--- src/rtl/wef_pkg.sv ---
package wef_pkg;
   localparam int FLAG_W    = 8;
   localparam int B_XFER    = 0;
   localparam int B_COL0    = 2;
   localparam int B_COL1    = 3;
   localparam int B_PB      = 4;
   localparam int B_TMR     = 5;
   localparam int B_PRISE   = 6;
   localparam int B_PFALL   = 7;
   localparam logic [FLAG_W-1:0] USED_MASK = 8'hFD;
   // index of each asynchronous source inside the synchroniser vector
   localparam int A_PB      = 0;
   localparam int A_PWR     = 1;
   localparam int A_TMR     = 2;
   localparam int ASYNC_N   = 3;
endpackage

--- src/rtl/wef_sync.sv ---
module wef_sync #(
   parameter int WIDTH  = 3,
   parameter int STAGES = 2
) (
   input  logic             clk,
   input  logic             rst_n,
   input  logic [WIDTH-1:0] d_async,
   output logic [WIDTH-1:0] q_sync
);
   if (STAGES < 2) begin : g_bad_stages
      $error("wef_sync: STAGES must be at least 2");
   end
   if (WIDTH < 1) begin : g_bad_width
      $error("wef_sync: WIDTH must be at least 1");
   end

   logic [WIDTH-1:0] chain [STAGES];

   always_ff @(posedge clk or negedge rst_n) begin
      if (!rst_n) begin
         for (int s = 0; s < STAGES; s++) chain[s] <= '0;
      end else begin
         chain[0] <= d_async;
         for (int s = 1; s < STAGES; s++) chain[s] <= chain[s-1];
      end
   end

   assign q_sync = chain[STAGES-1];
endmodule

--- src/rtl/wef_edge.sv ---
module wef_edge #(
   parameter int WIDTH = 3
) (
   input  logic             clk,
   input  logic             rst_n,
   input  logic [WIDTH-1:0] lvl,
   output logic [WIDTH-1:0] rise,
   output logic [WIDTH-1:0] fall
);
   logic [WIDTH-1:0] prev;

   always_ff @(posedge clk or negedge rst_n) begin
      if (!rst_n) prev <= '0;
      else        prev <= lvl;
   end

   assign rise = lvl & ~prev;
   assign fall = ~lvl & prev;

   for (genvar i = 0; i < WIDTH; i++) begin : g_chk
      // a detected edge is a single-cycle event
      a_r2_rise_single: assert property (@(posedge clk) disable iff (!rst_n)
         rise[i] |=> !rise[i]);
      a_r4_fall_single: assert property (@(posedge clk) disable iff (!rst_n)
         fall[i] |=> !fall[i]);
      a_r2_no_both: assert property (@(posedge clk) disable iff (!rst_n)
         !(rise[i] && fall[i]));
   end
endmodule

--- src/rtl/wef_flag_reg.sv ---
module wef_flag_reg #(
   parameter int               W    = 8,
   parameter logic [W-1:0]     MASK = '1
) (
   input  logic         clk,
   input  logic         rst_n,
   input  logic [W-1:0] set,
   input  logic [W-1:0] clr,
   output logic [W-1:0] q
);
   if (W < 1) begin : g_bad_w
      $error("wef_flag_reg: W must be at least 1");
   end

   for (genvar i = 0; i < W; i++) begin : g_bit
      if (MASK[i]) begin : g_live
         logic r;
         always_ff @(posedge clk or negedge rst_n) begin
            if (!rst_n)      r <= 1'b0;
            else if (set[i]) r <= 1'b1;   // set beats clear
            else if (clr[i]) r <= 1'b0;
            else             r <= r;
         end
         assign q[i] = r;

         a_r9_set_wins: assert property (@(posedge clk) disable iff (!rst_n)
            set[i] |=> q[i]);
         a_r7_clear_takes: assert property (@(posedge clk) disable iff (!rst_n)
            (clr[i] && !set[i]) |=> !q[i]);
         a_r7_hold: assert property (@(posedge clk) disable iff (!rst_n)
            (!clr[i] && !set[i]) |=> $stable(q[i]));
      end else begin : g_dead
         assign q[i] = 1'b0;
      end
   end
endmodule

--- src/rtl/wake_event_flags.sv ---
module wake_event_flags
   import wef_pkg::*;
#(
   parameter int SYNC_STAGES = 2,
   parameter bit IRQ_REG     = 1'b0
) (
   input  logic                clk,
   input  logic                rst_n,
   input  logic                pb_async,
   input  logic                pwr_ok_async,
   input  logic                wake_tmr_async,
   input  logic                xfer_evt,
   input  logic [1:0]          col_evt,
   input  logic                wake_entry,
   input  logic                sleep_req,
   input  logic                lcd_req,
   input  logic                wr_en,
   input  logic [FLAG_W-1:0]   wr_data,
   input  logic [FLAG_W-1:0]   irq_en,
   output logic [FLAG_W-1:0]   flags,
   output logic                irq
);
   logic [ASYNC_N-1:0] a_raw, a_sync, a_rise, a_fall;
   logic [FLAG_W-1:0]  hw_set, sw_clr, mode_clr, all_clr;

   assign a_raw[A_PB]  = pb_async;
   assign a_raw[A_PWR] = pwr_ok_async;
   assign a_raw[A_TMR] = wake_tmr_async;

   wef_sync #(.WIDTH(ASYNC_N), .STAGES(SYNC_STAGES)) u_sync (
      .clk(clk), .rst_n(rst_n), .d_async(a_raw), .q_sync(a_sync));

   wef_edge #(.WIDTH(ASYNC_N)) u_edge (
      .clk(clk), .rst_n(rst_n), .lvl(a_sync), .rise(a_rise), .fall(a_fall));

   always_comb begin
      hw_set          = '0;
      hw_set[B_XFER]  = xfer_evt;
      hw_set[B_COL0]  = col_evt[0];
      hw_set[B_COL1]  = col_evt[1];
      hw_set[B_PB]    = a_rise[A_PB];
      hw_set[B_TMR]   = a_rise[A_TMR];
      hw_set[B_PRISE] = a_rise[A_PWR];
      hw_set[B_PFALL] = a_fall[A_PWR] & ~wake_entry;
   end

   assign sw_clr   = wr_en ? ~wr_data : '0;
   always_comb begin
      mode_clr       = '0;
      mode_clr[B_PB] = sleep_req | lcd_req;
   end
   assign all_clr = sw_clr | mode_clr;

   wef_flag_reg #(.W(FLAG_W), .MASK(USED_MASK)) u_flags (
      .clk(clk), .rst_n(rst_n), .set(hw_set), .clr(all_clr), .q(flags));

   logic irq_c;
   assign irq_c = |(flags & irq_en);

   if (IRQ_REG) begin : g_irq_reg
      logic irq_q;
      always_ff @(posedge clk or negedge rst_n) begin
         if (!rst_n) irq_q <= 1'b0;
         else        irq_q <= irq_c;
      end
      assign irq = irq_q;
   end else begin : g_irq_comb
      assign irq = irq_c;
   end

   // a wake-qualified power fall leaves the fall flag alone
   a_r4_fall_suppressed: assert property (@(posedge clk) disable iff (!rst_n)
      (a_fall[A_PWR] && wake_entry && !all_clr[B_PFALL]) |=> $stable(flags[B_PFALL]));
   // an unqualified power fall is recorded
   a_r4_fall_recorded: assert property (@(posedge clk) disable iff (!rst_n)
      (a_fall[A_PWR] && !wake_entry) |=> flags[B_PFALL]);
   // a mode request with no pushbutton edge leaves the pushbutton flag clear
   a_r8_mode_clears_pb: assert property (@(posedge clk) disable iff (!rst_n)
      ((sleep_req || lcd_req) && !a_rise[A_PB]) |=> !flags[B_PB]);
   // the pushbutton flag rises only after a detected pushbutton edge
   a_r2_pb_source: assert property (@(posedge clk) disable iff (!rst_n)
      (!flags[B_PB] && !a_rise[A_PB]) |=> !flags[B_PB]);
endmodule

--- config.mk ---
export PLATFORM = sky130hd
export DESIGN_NAME = wake_event_flags
export DESIGN_NICKNAME = d
export VERILOG_FILES = /design/src/rtl/wef_pkg.sv /design/src/rtl/wef_sync.sv /design/src/rtl/wef_edge.sv /design/src/rtl/wef_flag_reg.sv /design/src/rtl/wake_event_flags.sv
export SDC_FILE = /design/constraint.sdc
export NUM_CORES = 1
export LEC_CHECK = 0
export BUFFER_PORTS_ARGS = -buffer_cell sky130_fd_sc_hd__buf_4
export CAP_MARGIN = 10
export CORE_UTILIZATION = 45
export DETAILED_ROUTE_END_ITERATION = 16
export PLACE_DENSITY = 0.92
export SLEW_MARGIN = 20
export SYNTH_ARGS = -nofsm -noshare
export SYNTH_HDL_FRONTEND = slang
export SYNTH_HIERARCHICAL = 1
export SYNTH_SLANG_ARGS = --single-unit
--- constraint.sdc ---
create_clock -name clk -period 2.44 [get_ports clk]
set_input_delay 0.244 -clock clk [delete_from_list [all_inputs] [get_ports clk]]
set_output_delay 0.244 -clock clk [all_outputs]
set_load 0.1 [all_outputs]
==> run metrics <==
WL final=1.14 mm; Buf/Inv on CP=1; Lkg Pwr=0.492 nW; drt pass-1 iters=2; Yosys Warn Count=6; Gate Count Post-Synth=61; synthesized area per cell=11.1 um2; # setup viols final=0; vias=493; final core occ=0.678; CP arrival=1.24 ns; Worst Setup Path Type=reg -> out; critical path endpoint category=primary output; Hold Vio Cnt, Final=0; hold depth=1; core area=1350 um2; Cell Chain, Critical Path=a22oi_1 -> nand4_1 -> buf_4; vias in the first global route=423; dpl ws=1.25 ns; Worst Setup Start Kind=register; R2R depth=3; Die Area=1670 um2; H-tree depth=1; Peak VDD IR=0.392 mV; DIE HEIGHT=40.8 um; aggregate global-route resource usage=0.152; HP Class=in -> reg; run status=finished, final reports clean; drt drc=0; Clk Latency, worst-skew pair=0.28 ns; Final min period=1.49 ns; placed cell area=870 um2; RSZ-0062 raised after global routing=no; required time of the worst setup path=2.20 ns; share of layout cells above drive strength 1=0.483; total grt overflow=0; Syn Nets=89; Clock Pin Slew Worst Setup and Hold Paths=0.09 ns; Post-DP HPWL=915 um; GPL Wtd Cong=0.607; Sum Neg Setup Slack=0 ns; Clock Path Buffers=2; Worst path depth=3; Final period util=0.610; Layout Nets=118; slowest stage delay, CP=0.40 ns; largest net degree at the start of global routing=17; IO Pins=37; area delta synth->final=35.1%; post-route cell area=916 um2; total of max-cap violations=0; WL/cell=10.9 um; FMAX=672 MHz; initial antenna violation count=0; Die X=40.8 um; Iteration-0 DRC Markers=6; Root Buffer=clkbuf_4; antenna-violating nets left=0; Cell Rows=13; CTS tree=done; pwr dens=694 nW/um2; CP delay by family, top=flip-flops; final setup margin=0.953 ns; n_diodes=0; IO Port Bufs=34; Cell Area, Synth=678 um2; TritonCTS buffer count=3; Clock Skew=0.00578 ns; Max Slew Vio Count=0; CP Max Fanout=3; Initial Utilization=0.502; Avg Vias per Cell=4.74; global-route wire length before repair=1.58 mm; Crit-path slowest cell=dfrtp_1; clk sink count=16; Post-CTS Resized=0
==> final timing paths <==
path                       slack, ns                 startpoint                         to
max                             0.95  u_flags/g_bit[0].g_live.r                        irq
min                             0.06               pwr_ok_async            u_sync/chain[4]
max reg2reg                     1.48             u_edge/prev[1]  u_flags/g_bit[7].g_live.r
min reg2reg                     0.36            u_sync/chain[3]           u_sync/q_sync[0]
max in group asynchronous       1.92                      rst_n           u_sync/q_sync[1]
min in group asynchronous       0.34                      rst_n            u_sync/chain[4]
==> layout by cell type, fill, tap and decap left out, drive strengths merged, types with 4 or more instances in the layout <==
master  count
and2b       4
inv         8
a21o        7
buf        34
a22oi       4
dfrtp      16
clkbuf      4
nor2        7
==> through the flow <==
| step | cells | hold slack, ns | power (mW) |
|---|---|---|---|
| 6_report | 104 | 0.0633 | 0.636 |
| 5_1_grt | 104 | 0.0420 | 0.667 |
| 4_1_cts | 104 | 0.0550 | 0.643 |
| 3_5_place_dp | 99 | 0.109 | 0.472 |
| 3_3_place_gp | 99 | 0.108 | 0.467 |
| 2_1_floorplan | 61 | -0.0516 | 0.430 |
==> cell type report <==
class,instances,area (um2)
clock buffer,4,36.3
fill,107,434
inverter,8,30.0
multi-input combinational,26,165
sequential,16,400
tap,15,18.8
timing repair buffer,35,265
==> metal layers <==
metal	wire length (um)	GRT usage
met4	0	0.0750
met5	0	0
met1	420	0.151
met3	131	0.0380
met2	584	0.285
==> registers in the layout, indices dropped and copies added (netlist names) <==
register                count
u_flags/g_bit.g_live.r      7
u_sync/q_sync               3
u_edge/prev                 3
u_sync/chain                3
==> where the power goes <==
part | switching [mW] | internal, mW
logic | 0.116 | 0.0565
registers | 0.0111 | 0.283
clock network | 0.0784 | 0.0907
==> timing repair <==
item                                   CTS  global route
buffers inserted                         0             0
hold buffers                             1             0
endpoints found under the hold margin   16             0
No activity file was read; power rests on OpenSTA's default activity.
